`src/rtl/rtc_pkg.sv`:
```
package rtc_pkg;
  localparam int ADDR_W = 12;
  localparam int CNT_W  = 32;
  localparam int LANES  = CNT_W / 8;

  localparam logic [ADDR_W-1:0] A_CTL   = 12'h000;
  localparam logic [ADDR_W-1:0] A_LOAD  = 12'h004;
  localparam logic [ADDR_W-1:0] A_IEN   = 12'h008;
  localparam logic [ADDR_W-1:0] A_STA   = 12'h00C;
  localparam logic [ADDR_W-1:0] A_TIME  = 12'h020;
  localparam logic [ADDR_W-1:0] A_ALRM  = 12'h030;
  localparam logic [ADDR_W-1:0] A_KEY   = 12'h0FC;
  localparam logic [ADDR_W-1:0] A_BAK   = 12'h100;
  localparam logic [ADDR_W-1:0] A_CNT   = 12'h800;

  localparam logic [1:0] PIN_ALARM = 2'd2;
  localparam logic [1:0] PIN_CLK32 = 2'd3;

  // address of byte lane i of a value spread at a four-byte stride
  function automatic logic [ADDR_W-1:0] lane_addr(input logic [ADDR_W-1:0] base, input int i);
    return base + ADDR_W'(4 * i);
  endfunction

  function automatic logic [CNT_W-1:0] next_count(input logic [CNT_W-1:0] c);
    return c + CNT_W'(1);
  endfunction

  // interrupt request from status and enable bytes
  function automatic logic irq_of(input logic [2:0] sta, input logic [2:0] en);
    return (sta[0] & en[0]) | (sta[2] & en[2]);
  endfunction
endpackage

```
`src/rtl/rtc_wrkey.sv`:
```
module rtc_wrkey
  import rtc_pkg::*;
#(
  parameter logic [7:0] KEY = 8'hAC
) (
  input  logic              clk,
  input  logic              por_n,
  input  logic              srst_n,
  input  logic [ADDR_W-1:0] bus_addr,
  input  logic              bus_wr,
  input  logic [7:0]        bus_wdata,
  output logic [7:0]        key_q,
  output logic              wr_ok
);
  logic key_sel;
  assign key_sel = (bus_addr == A_KEY);

  always_ff @(posedge clk or negedge por_n) begin
    if (!por_n)                 key_q <= '0;
    else if (!srst_n)           key_q <= '0;
    else if (bus_wr && key_sel) key_q <= bus_wdata;
  end

  // key register itself is always writable; everything else needs the key
  assign wr_ok = bus_wr && !key_sel && (key_q == KEY);
endmodule

```
`src/rtl/rtc_time.sv`:
```
module rtc_time
  import rtc_pkg::*;
(
  input  logic              clk,
  input  logic              por_n,
  input  logic              srst_n,
  input  logic [ADDR_W-1:0] bus_addr,
  input  logic              wr_ok,
  input  logic [7:0]        bus_wdata,
  input  logic              tick,
  input  logic              cnt_en,
  output logic [CNT_W-1:0]  stage_q,
  output logic [CNT_W-1:0]  alarm_q,
  output logic [CNT_W-1:0]  cnt_q,
  output logic              load,
  output logic              step,
  output logic              match
);
  for (genvar i = 0; i < LANES; i++) begin : g_lane
    always_ff @(posedge clk or negedge por_n) begin
      if (!por_n) begin
        stage_q[8*i +: 8] <= '0;
        alarm_q[8*i +: 8] <= '0;
      end else if (!srst_n) begin
        stage_q[8*i +: 8] <= '0;
        alarm_q[8*i +: 8] <= '0;
      end else if (wr_ok) begin
        if (bus_addr == lane_addr(A_TIME, i)) stage_q[8*i +: 8] <= bus_wdata;
        if (bus_addr == lane_addr(A_ALRM, i)) alarm_q[8*i +: 8] <= bus_wdata;
      end
    end
  end

  assign load  = wr_ok && (bus_addr == A_LOAD) && bus_wdata[0];
  assign step  = tick && cnt_en;
  assign match = step && !load && (next_count(cnt_q) == alarm_q);

  always_ff @(posedge clk or negedge por_n) begin
    if (!por_n)       cnt_q <= '0;
    else if (!srst_n) cnt_q <= '0;
    else if (load)    cnt_q <= stage_q;
    else if (step)    cnt_q <= next_count(cnt_q);
  end
endmodule

```
`src/rtl/rtc_irq.sv`:
```
module rtc_irq
  import rtc_pkg::*;
(
  input  logic       clk,
  input  logic       por_n,
  input  logic       srst_n,
  input  logic       ev_alarm,
  input  logic       ev_pin,
  input  logic       clk_err_in,
  input  logic       clr_wr,
  input  logic [7:0] bus_wdata,
  input  logic [2:0] en_q,
  output logic [2:0] sta_q,
  output logic       irq
);
  logic [2:0] set_v;
  logic [2:0] clr_v;
  assign set_v = {clk_err_in, ev_pin, ev_alarm};
  assign clr_v = clr_wr ? bus_wdata[2:0] : 3'b000;

  always_ff @(posedge clk or negedge por_n) begin
    if (!por_n)       sta_q <= '0;
    else if (!srst_n) sta_q <= '0;
    else              sta_q <= (sta_q & ~clr_v) | set_v;
  end

  assign irq = irq_of(sta_q, en_q);
endmodule

```
`src/rtl/rtc_keyreg.sv`:
```
module rtc_keyreg
  import rtc_pkg::*;
#(
  parameter logic [7:0] KEY = 8'hAC
) (
  input  logic              clk,
  input  logic              por_n,
  input  logic              srst_n,
  input  logic [ADDR_W-1:0] bus_addr,
  input  logic              bus_wr,
  input  logic [7:0]        bus_wdata,
  output logic [31:0]       bus_rdata,
  input  logic              tick,
  input  logic              clk_err_in,
  input  logic              clk32_in,
  output logic              irq,
  output logic              pin_out
);
  logic [7:0]       key_q;
  logic             wr_ok;
  logic [7:0]       ctl_q;
  logic [2:0]       ien_q;
  logic [7:0]       bak_q;
  logic [CNT_W-1:0] stage_q, alarm_q, cnt_q;
  logic             load, step, match;
  logic             alarm_hit, pin_hit;
  logic [2:0]       sta_q;
  logic [1:0]       pin_mode;

  rtc_wrkey #(.KEY(KEY)) u_key (
    .clk(clk), .por_n(por_n), .srst_n(srst_n), .bus_addr(bus_addr),
    .bus_wr(bus_wr), .bus_wdata(bus_wdata), .key_q(key_q), .wr_ok(wr_ok)
  );

  rtc_time u_time (
    .clk(clk), .por_n(por_n), .srst_n(srst_n), .bus_addr(bus_addr),
    .wr_ok(wr_ok), .bus_wdata(bus_wdata), .tick(tick), .cnt_en(ctl_q[0]),
    .stage_q(stage_q), .alarm_q(alarm_q), .cnt_q(cnt_q),
    .load(load), .step(step), .match(match)
  );

  assign pin_mode  = ctl_q[5:4];
  assign alarm_hit = match && ctl_q[2];
  assign pin_hit   = alarm_hit && (pin_mode == PIN_ALARM);

  rtc_irq u_irq (
    .clk(clk), .por_n(por_n), .srst_n(srst_n), .ev_alarm(alarm_hit),
    .ev_pin(pin_hit), .clk_err_in(clk_err_in),
    .clr_wr(wr_ok && (bus_addr == A_STA)), .bus_wdata(bus_wdata),
    .en_q(ien_q), .sta_q(sta_q), .irq(irq)
  );

  always_ff @(posedge clk or negedge por_n) begin
    if (!por_n) begin
      ctl_q <= '0;
      ien_q <= '0;
    end else if (!srst_n) begin
      ctl_q <= '0;
      ien_q <= '0;
    end else if (wr_ok) begin
      if (bus_addr == A_CTL) ctl_q <= bus_wdata;
      if (bus_addr == A_IEN) ien_q <= bus_wdata[2:0];
    end
  end

  // backup byte: power-on reset only
  always_ff @(posedge clk or negedge por_n) begin
    if (!por_n)                            bak_q <= '0;
    else if (wr_ok && bus_addr == A_BAK)   bak_q <= bus_wdata;
  end

  always_comb begin
    bus_rdata = '0;
    case (bus_addr)
      A_CTL:   bus_rdata = {24'd0, ctl_q};
      A_IEN:   bus_rdata = {29'd0, ien_q};
      A_STA:   bus_rdata = {29'd0, sta_q};
      A_KEY:   bus_rdata = {24'd0, key_q};
      A_BAK:   bus_rdata = {24'd0, bak_q};
      A_CNT:   bus_rdata = cnt_q;
      default: bus_rdata = '0;
    endcase
    for (int i = 0; i < LANES; i++) begin
      if (bus_addr == lane_addr(A_TIME, i)) bus_rdata = {24'd0, stage_q[8*i +: 8]};
      if (bus_addr == lane_addr(A_ALRM, i)) bus_rdata = {24'd0, alarm_q[8*i +: 8]};
    end
  end

  always_comb begin
    case (pin_mode)
      PIN_ALARM: pin_out = sta_q[1];
      PIN_CLK32: pin_out = clk32_in;
      default:   pin_out = 1'b0;
    endcase
  end
endmodule

```
`config.mk`:
```
export PLATFORM = sky130hd
export DESIGN_NAME = rtc_keyreg
export DESIGN_NICKNAME = d
export VERILOG_FILES = /design/src/rtl/rtc_pkg.sv /design/src/rtl/rtc_wrkey.sv /design/src/rtl/rtc_time.sv /design/src/rtl/rtc_irq.sv /design/src/rtl/rtc_keyreg.sv
export SDC_FILE = /design/constraint.sdc
export NUM_CORES = 1
export LEC_CHECK = 0
export ABC_AREA = 1
export BUFFER_PORTS_ARGS = -buffer_cell sky130_fd_sc_hd__buf_4
export CAP_MARGIN = 20
export CORE_UTILIZATION = 37
export DETAILED_ROUTE_END_ITERATION = 6
export PLACE_DENSITY = 0.65
export SETUP_SLACK_MARGIN = 0.15
export SLEW_MARGIN = 15
export SYNTH_ARGS = -nofsm -noshare
export SYNTH_HDL_FRONTEND = slang
export SYNTH_SLANG_ARGS = --single-unit
```
`constraint.sdc`:
```
create_clock -name clk -period 4.6 [get_ports clk]
set_input_delay 0.23 -clock clk [delete_from_list [all_inputs] [get_ports clk]]
set_output_delay 0.23 -clock clk [all_outputs]
set_load 0.005 [all_outputs]
```
; Word-level counts from Yosys, hierarchy flattened
; Cells that the tools add are included.
[classes]
bitwise_logic = 6
n_reduce_logical = 25
addsub = 1
n_mux = 47
eq_ne = 31
[op_table]
columns = cell, n
row1 = two-way mux 32 bit, 11
row2 = two-way mux 8 bit, 29
row3 = case mux 32 bit (6 select lines), 1
row4 = equality test 12 x 6 -> 1 bit (second input constant), 8
row5 = adder 32 x 1 -> 32 bit (second input constant), 1
row6 = equality test 32 bit, 1
row7 = equality test 12 x 4 -> 1 bit (second input constant), 2
row8 = inequality test 2 x 1 -> 1 bit (second input constant), 12
row9 = AND reduction 2 bit, 10
row10 = two-way mux 3 bit, 5
row11 = equality test 12 bit (second input constant), 1
row12 = equality test 12 x 3 -> 1 bit (second input constant), 1
row13 = equality test 12 x 8 -> 1 bit (second input constant), 1
row14 = equality test 12 x 9 -> 1 bit (second input constant), 1
row15 = logical AND 1 bit, 12
row16 = zero test 12 bit, 1
row17 = equality test 8 bit (second input constant), 1
row18 = equality test 2 bit (second input constant), 2
row19 = bitwise AND 3 bit, 1
row20 = inequality test 3 x 1 -> 1 bit (second input constant), 1
row21 = inverter 3 bit, 1
row22 = bitwise OR 3 bit, 1
row23 = bitwise AND 1 bit, 2
row24 = zero test 1 bit, 2
row25 = other kinds (2), 2
[totals]
out_inout_bits = 34
word_cells = 124
reg_bits = 126
inputBits = 27

; Depth between registers and ports, before layout
; Gate-level depths: netlist of run 1.
[logic_depth]
ltp_word = 13
ltp_mapped = 17
mapped_depth_nobuf = 17

; Hierarchy
; From an unflattened synthesis of run 1, not the netlist that was laid out.
[unflattened]
hier_cells = 1268
area_unflattened_um2 = 8406.8
[by_module_without_submodules]
columns = mod, cells_per_inst, instances, area_each_um2, seq_area_each_um2
row1 = rtc_time, 796, 1, 5560.3, 2402.3
row2 = rtc_keyreg, 387, 1, 2219.6, 475.5
row3 = rtc_wrkey, 66, 1, 484.2, 200.2
row4 = rtc_irq, 19, 1, 142.6, 75.1

; Worst setup path after synthesis of run 1
; Ideal clock, no wire load.
[synth_path]
kind = reg2reg
startpoint = reg u_time.cnt_q[1]
endpoint = reg u_irq.sta_q[1]
synth_period_minus_slack_ps = 1942
path_buffers = 0
setup_time_ps = 85
required_time_ps = 4515
arrival_ps = 1856
path_slack_ps = 2658
stages_incl_launch_ff = 13
path_cell_list = dfrtp_1 ha_1 nand2_2 nor2_4 nand3_1 nor2_1 xnor3_1 nand3_1 nor2_1 nand3_1 nor2_2 nand3_1 a21oi_1
[synth_via]
elab_chain_len = 7
[synth_rtl]
columns = item, line_no
row1 = from (decl), rtc_time.sv:14  ; output logic [CNT_W-1:0] cnt_q,
row2 = from (signal assigned), rtc_time.sv:41  ; else if (load) cnt_q <= stage_q;
row3 = from (signal assigned), rtc_time.sv:42  ; else if (step) cnt_q <= next_count(cnt_q);
row4 = adder 32 x 1 -> 32 bit, rtc_pkg.sv:25  ; return c + CNT_W'(1);
row5 = equality test 32 bit, rtc_time.sv:36  ; assign match = step && !load && (next_count(cnt_q) == alarm_q);
row6 = logical AND 1 bit, rtc_time.sv:36
row7 = logical AND 1 bit, rtc_keyreg.sv:43  ; assign alarm_hit = match && ctl_q[2];
row8 = logical AND 1 bit, rtc_keyreg.sv:44  ; assign pin_hit = alarm_hit && (pin_mode == PIN_ALARM);
row9 = bitwise OR 3 bit, rtc_irq.sv:24  ; else sta_q <= (sta_q & ~clr_v) | set_v;
row10 = two-way mux 3 bit, rtc_irq.sv:23  ; else if (!srst_n) sta_q <= '0;
row11 = to (signal assigned), rtc_irq.sv:24
row12 = to (decl), rtc_irq.sv:13  ; output logic [2:0] sta_q,
; No other way between the ends.
; A chain may end at the register's enable or synchronous reset.

; Worst setup path after layout of run 1
[layout_path]
startpoint = reg u_key.key_q[7]
endpoint = reg u_time.cnt_q[17]
[layout_via]
elab_chain_len = 6
elab_cells_between_ends = 7
classes_between = 2 x eq/ne / 2 x mux / 3 x reduce/logical
[layout_rtl]
columns = item, line_no
row1 = from (decl), rtc_wrkey.sv:12  ; output logic [7:0] key_q,
row2 = from (signal assigned), rtc_wrkey.sv:21  ; else if (bus_wr && key_sel) key_q <= bus_wdata;
row3 = equality test 8 bit (*), rtc_wrkey.sv:25  ; assign wr_ok = bus_wr && !key_sel && (key_q == KEY);
row4 = logical AND 1 bit (*), rtc_wrkey.sv:25
row5 = logical AND 1 bit (*) (2 in a row), rtc_time.sv:34  ; assign load = wr_ok && (bus_addr == A_LOAD) && bus_wdata[0];
row6 = two-way mux 32 bit, rtc_time.sv:41
row7 = two-way mux 32 bit, rtc_time.sv:40  ; else if (!srst_n) cnt_q <= '0;
; Every way passes the cells marked *; elsewhere a longest branch is shown, timed or not.

==> impl_results.md, run 1 <==
* Dominant combinational cell family by area after synthesis: simple AND/OR/NAND/NOR gates
* Post-DR wirelength/cell at 17.9 um
* Number of nets in the layout at 1231
* Most frequently used cell type in the post-synthesis netlist: sky130_fd_sc_hd__nand2_1
* Antenna violations before repair at 0
* Fin Clk Skew at 0.0113 ns
* DRC marker count from the first detailed-route iteration at 818
* Total instance count after detailed placement at 1457
* DIE WIDTH at 149 um
* Global routing usage summed across all routing layers at 24.8%
* Number of input and output port buffers inserted at 60
* Chip Height at 149 um
* Number of pins exceeding their max-slew limit in the final report at 0
* PwrDens at 298 mW/mm2
* Commonest cells in the synthesized netlist: sky130_fd_sc_hd__nand2_1, sky130_fd_sc_hd__o21ai_0, sky130_fd_sc_hd__dfrtp_1
* Initial standard-cell utilization of the core at 37.9%
* Synth Area in Compound Gates at 17.4%
* Boundary Pins at 61
* Clock edge transition at the registers on the reported setup and hold paths at 0.06 ns
* Maximum achievable frequency at 336 MHz
* Count of flip-flops with a built-in enable after synthesis at 0
* Worst max-slew margin expressed relative to the limit at 30.4%
* Non-Filler Instances at 1491
* Crit path required time at 4.94 ns
* Share of flip-flops with an asynchronous set or reset after synthesis at 100%
* Number of routed nets with antenna violations at 0
* CP max FO at 33
* Number of synthesized register bits at 126
* Outcome: completed
* Post-synthesis adder-cell area fraction at 0.157%
* Share of the yosys chip area belonging to registers at 39.4%
* Hold Violations, Final at 0
* Syn nets at 1183
* Clock tree root buffer cell: sky130_fd_sc_hd__clkbuf_16
* Core Area at 0.0211 mm2
* Share of final-layout standard cells stronger than drive strength 1 at 12.6%
* Total negative slack for setup checks at 0 ns
* Number of instances in the synthesized netlist at 1155
* Estimated wirelength of the detail-placed design at 20.0 mm
* Top area cells in the synthesized netlist: sky130_fd_sc_hd__dfrtp_1, sky130_fd_sc_hd__nand2_1, sky130_fd_sc_hd__o21ai_0, sky130_fd_sc_hd__inv_1, sky130_fd_sc_hd__nor2_1
* Overall Power at 2.74 mW
* Pin count of the biggest net entering global routing at 67
* Area fraction of the dominant cell type after synthesis at 39.4%
* Clock Path Buffers at 2
* Synthesized area divided by synthesized cell count at 6.92 um2
* Arr. time, crit path at 3.32 ns
* Overall routed net length at 26.7 mm
* Area added between synthesis and finish at 15.3%
* Share of the clock period used by the worst path after layout at 64.8%
* Number of warnings printed during yosys synthesis at 0
* Final setup violation count at 0
* Summed instance area of the synthesized netlist at 0.00799 mm2
* Antenna Diode Count at 0
* Area share of xor/xnor cells in the synthesized design at 1.25%
* Gp weighted congestion at 0.991
* Clock network latency to the later pin of the worst-skew pair at 0.43 ns
* Post-CTS setup repair buffer count at 0
* Number of iterations in the first detailed-routing pass at 5
* Share of cell area taken by muxes after synthesis at 0.704%
* Minimum setup slack after placement at 1.55 ns
* Primary FF master, synth: sky130_fd_sc_hd__dfrtp_1
* Number of unique standard cell types used by synthesis at 39
* Total number of placement rows at 53
* Simple logic cell fraction of the synthesized area at 33.2%
* Overflow left after global routing at 0
* Die area at 0.0222 mm2
* Class of the most critical hold timing path: in2reg
* Number of global-route vias before repair at 7372
* Kind of start point of the critical path: flip-flop
* First-pass GRT wire length at 41.4 mm
* Critical path capture point type: flip-flop
* Slack of the worst reg-to-reg path at 1.62 ns
* Crit path kind: reg2reg
* Total CTS buffers at 17
* Transition at the pin with the smallest max-transition slack at 1.04 ns
* Leakage power figure at 4.14 nW
* Setup slack of the critical path after layout at 1.62 ns
* IR Drop Worst-Case VDD at 200 uV
* Most area-hungry cell type in the Yosys netlist: sky130_fd_sc_hd__dfrtp_1
* Utilization after layout at 43.7%
* Number of vias after detailed routing at 8135
* Remaining design rule violation count at 0
* Minimum period implied by the final worst setup slack at 2.98 ns
* CTS H-Tree Depth at 4
* Total clock sinks at 126
* Vias per cell at 5.46
* Clock tree from TritonCTS: done
* RSZ-0062 raised after global routing: no
* Reported max-cap violation count at 0
## cells in the final DEF, fill, tap and decap left out, types with 4 or more instances in the layout
master	instances
sky130_fd_sc_hd__buf_4	64
sky130_fd_sc_hd__inv_1	115
sky130_fd_sc_hd__xor2_1	6
sky130_fd_sc_hd__o21ai_0	149
sky130_fd_sc_hd__inv_2	7
sky130_fd_sc_hd__nand3_2	4
sky130_fd_sc_hd__o211ai_1	11
sky130_fd_sc_hd__nand2_1	376
sky130_fd_sc_hd__nand3b_1	8
sky130_fd_sc_hd__nor2_1	83
sky130_fd_sc_hd__clkbuf_16	17
sky130_fd_sc_hd__nor2_4	10
sky130_fd_sc_hd__a21oi_4	8
sky130_fd_sc_hd__dfrtp_1	126
sky130_fd_sc_hd__nor3_1	30
sky130_fd_sc_hd__o22ai_1	27
sky130_fd_sc_hd__nand4_1	19
sky130_fd_sc_hd__inv_6	6
sky130_fd_sc_hd__nand2_2	7
sky130_fd_sc_hd__mux2_2	5
sky130_fd_sc_hd__a21oi_1	29
sky130_fd_sc_hd__o21ai_1	9
sky130_fd_sc_hd__nor2_2	8
sky130_fd_sc_hd__nand3_1	60
## what timing repair did
item / in CTS / in global routing
hold endpoints to repair: 64 / 0
hold buffers: 1 / 0
gates resized for setup: 0 / 0
## kinds of logic after synthesis
logic type | count (synthesis)
buffers and inverters | 160
xor gates and xnor gates | 9
and+or+nand+nor | 612
muxes | 5
AOI/OAI and AO/OA | 242
DFF | 126
adders and majority gates | 1
## layer usage
metal,share of wire (%),routed length [um],global-route usage [%]
met4,2.0,545,8.16
met2,43,11500,36.6
met1,46,12300,36.3
met5,0,0,0
met3,8.6,2300,4.62
## layout make-up
class                   instances  area [um2]
clock inverters                14         110
inverters                     123         462
multi-input cells             869        4210
flip-flops and latches        126        3150
fillers                      2198       11900
clock buffers                  18         429
well taps                     275         344
repair buffers                 66         502
## state kept, by name (all words and copies together), names as in the netlist
signal,flops
u_irq.sta_q,3
u_time.stage_q,32
ctl_q,8
bak_q,8
ien_q,3
u_time.cnt_q,32
u_key.key_q,8
u_time.alarm_q,32
## worst paths after layout
path | end | cells past startpoint | start
max reg2reg | u_time.cnt_q[17] | 11 | u_key.key_q[7]
min reg2reg | ctl_q[1] | 2 | ctl_q[1]
min in group asynchronous | u_time.cnt_q[24] | 2 | por_n
max in group asynchronous | u_time.alarm_q[8] | 3 | por_n
max | u_time.cnt_q[17] | 11 | u_key.key_q[7]
min | bak_q[7] | 2 | bus_wdata[7]
## per-stage QoR
stage | cell area (um2) | hold WS [ns]
2_1_floorplan | 7990 | -0.0656
3_3_place_gp | 8650 | 0.412
3_5_place_dp | 8650 | 0.415
4_1_cts | 9200 | 0.0414
5_1_grt | 9210 | 0.0389
6_report | 9210 | 0.0436
## report_power, final
| group | leakage (nW) | internal, mW | switching (mW) |
|---|---|---|---|
| clock network | 0.260 | 0.699 | 0.558 |
| logic | 2.20 | 0.0754 | 0.165 |
| registers | 1.68 | 1.17 | 0.0785 |
## worst max-delay path: stages (launching register included)
cell and delay (ns):
sky130_fd_sc_hd__dfrtp_1 0.37, sky130_fd_sc_hd__nand2_1 0.09, sky130_fd_sc_hd__nor2_1 0.09, sky130_fd_sc_hd__nand3_1 0.07
sky130_fd_sc_hd__nor2_1 0.19, sky130_fd_sc_hd__nand3_2 0.17, sky130_fd_sc_hd__nand3_2 0.08, sky130_fd_sc_hd__buf_4 0.36
sky130_fd_sc_hd__nand2_2 0.27, sky130_fd_sc_hd__inv_1 0.63, sky130_fd_sc_hd__o21ai_0 0.35, sky130_fd_sc_hd__o22ai_1 0.20
Note: power is estimated with default switching activity, not from simulation.
==> run 2: changes to the inputs <==
- PLACE_DENSITY: 0.65 -> 0.66
- clock period: 4.6 -> 2.48 ns (I/O delays scaled with it)
==> run 2 against run 1 <==
Effect of this change: sequential power increased by 85%; routed wire length grew 3.3%; design area is 4.4% higher; non-clock buffer count grew 33; clock power rose by 98%; worst hold slack lost 0.030 ns; sequential share of layout area down 1.4 points; register-to-register slack got worse by 1.4 ns; count of clock-buffer cells in the layout did not move; critical endpoint is now bus_rdata[3].
==> impl_results.md, run 2 (same netlist as run 1, synthesis figures left out) <==
* Most Frequent Cell on Critical Path: sky130_fd_sc_hd__nand2_1
* Class of the most critical hold timing path: in2reg
* Pin count of the biggest net entering global routing at 51
* Critical path capture point type: output port
* Number of global-route vias before repair at 7566
* Number of vias after detailed routing at 8177
* Global routing usage summed across all routing layers at 25.8%
* Commonest cells after routing, fill and taps aside: sky130_fd_sc_hd__nand2_1, sky130_fd_sc_hd__o21ai_0, sky130_fd_sc_hd__dfrtp_1
* IR Drop Worst-Case VDD at 379 uV
* R2r endpoint: u_irq.sta_q[1]
* CTS H-Tree Depth at 4
* Terminating pin of the worst hold path: bak_q[1]
* Number of routed nets with antenna violations at 0
* Total clock sinks at 126
* DRC marker count from the first detailed-route iteration at 945
* Chip Height at 149 um
* WL met2 at 12.0 mm
* Kind of start point of the critical path: flip-flop
* R2r startpoint: u_time.cnt_q[4]
* Number of input and output port buffers inserted at 60
* Non-Filler Instances at 1524
* Transition at the pin with the smallest max-transition slack at 0.960 ns
* Delay of the slowest cell on the worst path at 0.44 ns
* Most common library cell in the layout ignoring fill and taps: sky130_fd_sc_hd__nand2_1
* Fin Clk Skew at 0.0133 ns
* Arr. time, crit path at 2.20 ns
* Vias per cell at 5.37
* Remaining design rule violation count at 0
* Worst Path Buf+Inv at 2
* Total number of placement rows at 53
* PwrDens at 550 mW/mm2
* Multi-input combinational cell area at 0.00430 mm2
* Clock network latency to the later pin of the worst-skew pair at 0.43 ns
* Minimum period implied by the final worst setup slack at 2.32 ns
* Total CTS buffers at 17
* Number of nets in the layout at 1264
* Utilization after layout at 45.6%
* First-pass GRT wire length at 43.0 mm
* Clock tree root buffer cell: sky130_fd_sc_hd__clkbuf_16
* Start point of the worst min-delay path: bus_wdata[1]
* CP max FO at 5
* Number of iterations in the first detailed-routing pass at 5
* Outcome: completed
* Registers with the most flip-flops: u_time.alarm_q: 32 flops, u_time.cnt_q: 32 flops, u_time.stage_q: 32 flops
* Number of cells on the worst reg-to-reg path at 14
* Maximum achievable frequency at 431 MHz
* Hold Violations, Final at 0
* Clock Path Buffers at 2
* Antenna violations before repair at 0
* Number of pins exceeding their max-slew limit in the final report at 0
* Filler instances at 2203
* Highest signal layer in the routed design: met4
* Share of final-layout standard cells stronger than drive strength 1 at 16.8%
* Total instance count after detailed placement at 1474
* Core Area at 0.0211 mm2
* Crit path kind: reg2out
* Stages on the worst setup path at 13
* Estimated wirelength of the detail-placed design at 20.5 mm
* Antenna Diode Count at 0
* Boundary Pins at 61
* FF/Latch Area at 0.00316 mm2
* Leakage power figure at 4.33 nW
* Cell chain of the critical path: inv_1 > o21ai_1 > nor2_1 > nand3_1 > nand3_1 > nand2_1 > nand2_1 > nand2_1 > nand2_1 > nand2_1 > nand2_1 > nand2_1 > buf_4
* Post-DR wirelength/cell at 18.1 um
* Total negative slack for setup checks at 0 ns
* Slowest-stage cell, CP: sky130_fd_sc_hd__dfrtp_2
* DIE WIDTH at 149 um
* Hold Crit Depth at 3
* Crit path required time at 2.36 ns
* Worst max-slew margin expressed relative to the limit at 35.9%
* Clock tree from TritonCTS: done
* Die area at 0.0222 mm2
* Metal1 wirelength at 13.2 mm
* Final setup violation count at 0
* Met3 wire length at 1.88 mm
* RSZ-0062 raised after global routing: yes
* Overflow left after global routing at 0
* Gp weighted congestion at 0.959
* Slack of the worst reg-to-reg path at 0.22 ns
* Initial standard-cell utilization of the core at 37.9%
* Area added between synthesis and finish at 20.4%
* Kind of cell adding the most delay to the critical path: simple AND/OR/NAND/NOR gates
* Overall routed net length at 27.6 mm
* Share of the clock period used by the worst path after layout at 93.6%
* Clock edge transition at the registers on the reported setup and hold paths at 0.06 ns
* Reported max-cap violation count at 0
-- run 2: cell count changes in the layout (fill, tap and decap cells not counted), sizes merged --
cell / previous run / this run
inv: 129 / 131
buf: 65 / 92
bufinv: 0 / 1
clkinv: 5 / 3
dlygate4sd3: 1 / 7
clkinvlp: 3 / 2
-- run 2: worst max path at each step --
| stage | end | start |
|---|---|---|
| CTS | bus_rdata[3] | bus_addr[1] |
| finish | bus_rdata[3] | u_time.cnt_q[3] |
| global route | u_irq.sta_q[1] | u_time.cnt_q[1] |
| detailed placement | u_irq.sta_q[1] | u_time.cnt_q[1] |
| global placement | u_irq.sta_q[1] | u_time.cnt_q[1] |
| floorplan | u_irq.sta_q[1] | u_time.cnt_q[1] |
-- run 2: report_power, final --
| part | leakage (nW) | internal [mW] | total (mW) | switching [mW] |
|---|---|---|---|---|
| Sequential | 1.68 | 2.16 | 2.30 | 0.132 |
| Combinational | 2.38 | 0.167 | 0.494 | 0.327 |
| Clock | 0.279 | 1.42 | 2.50 | 1.08 |
| Total | 4.33 | 3.75 | 5.29 | 1.54 |
-- run 2: per-layer routing --
metal / GRT usage, % / vias to the layer above
li1: - / 3958
met2: 38.1 / 337
met3: 3.03 / 41
met1: 38.7 / 3841
met4: 8.62 / 0
met5: 0 / -
-- run 2: timing repair --
item                                    4_1_cts  5_1_grt
pin swaps                                     1       14
endpoints found under the hold margin        43        0
endpoints found under the setup margin        2        9
cloned                                        0        0
hold buffers                                  7        0
buffers inserted                              2        9
gates resized for setup                       3       33
-- run 2: worst reg2reg max path, stage by stage (launching register included) --
cell	delay, ns
sky130_fd_sc_hd__dfrtp_1	0.41
sky130_fd_sc_hd__nand2_2	0.11
sky130_fd_sc_hd__nor2_2	0.17
sky130_fd_sc_hd__nand2_1	0.15
sky130_fd_sc_hd__nor2_1	0.14
sky130_fd_sc_hd__nand2_2	0.12
sky130_fd_sc_hd__nor2_2	0.16
sky130_fd_sc_hd__nand3_1	0.08
sky130_fd_sc_hd__nand2_1	0.12
sky130_fd_sc_hd__nor2_1	0.08
sky130_fd_sc_hd__nor2_1	0.11
sky130_fd_sc_hd__nand3_1	0.09
sky130_fd_sc_hd__nor2_2	0.18
sky130_fd_sc_hd__nand3_1	0.09
sky130_fd_sc_hd__a21oi_1	0.15
-- run 2: final cells by class --
cell class | instances | share of cell area [%]
clock inverters | 14 | 1.55
clock buffers | 18 | 4.46
inverters | 123 | 4.80
well taps | 275 | 3.58
flip-flops and latches | 126 | 32.8
multi-input cells | 869 | 44.7
repair buffers | 99 | 8.08
-- run 2: metrics by stage --
step	setup WS [ns]	instance area, um2	total power [mW]	hold WS, ns
final	0.159	9620	5.29	0.0134
after global routing	0.111	9620	5.47	0.0177
after CTS	0.172	9470	5.28	0.00800
after detailed placement	0.0422	8790	2.78	0.172
after global placement	0.129	8790	2.77	0.170
after floorplan	0.538	7990	2.54	-0.172
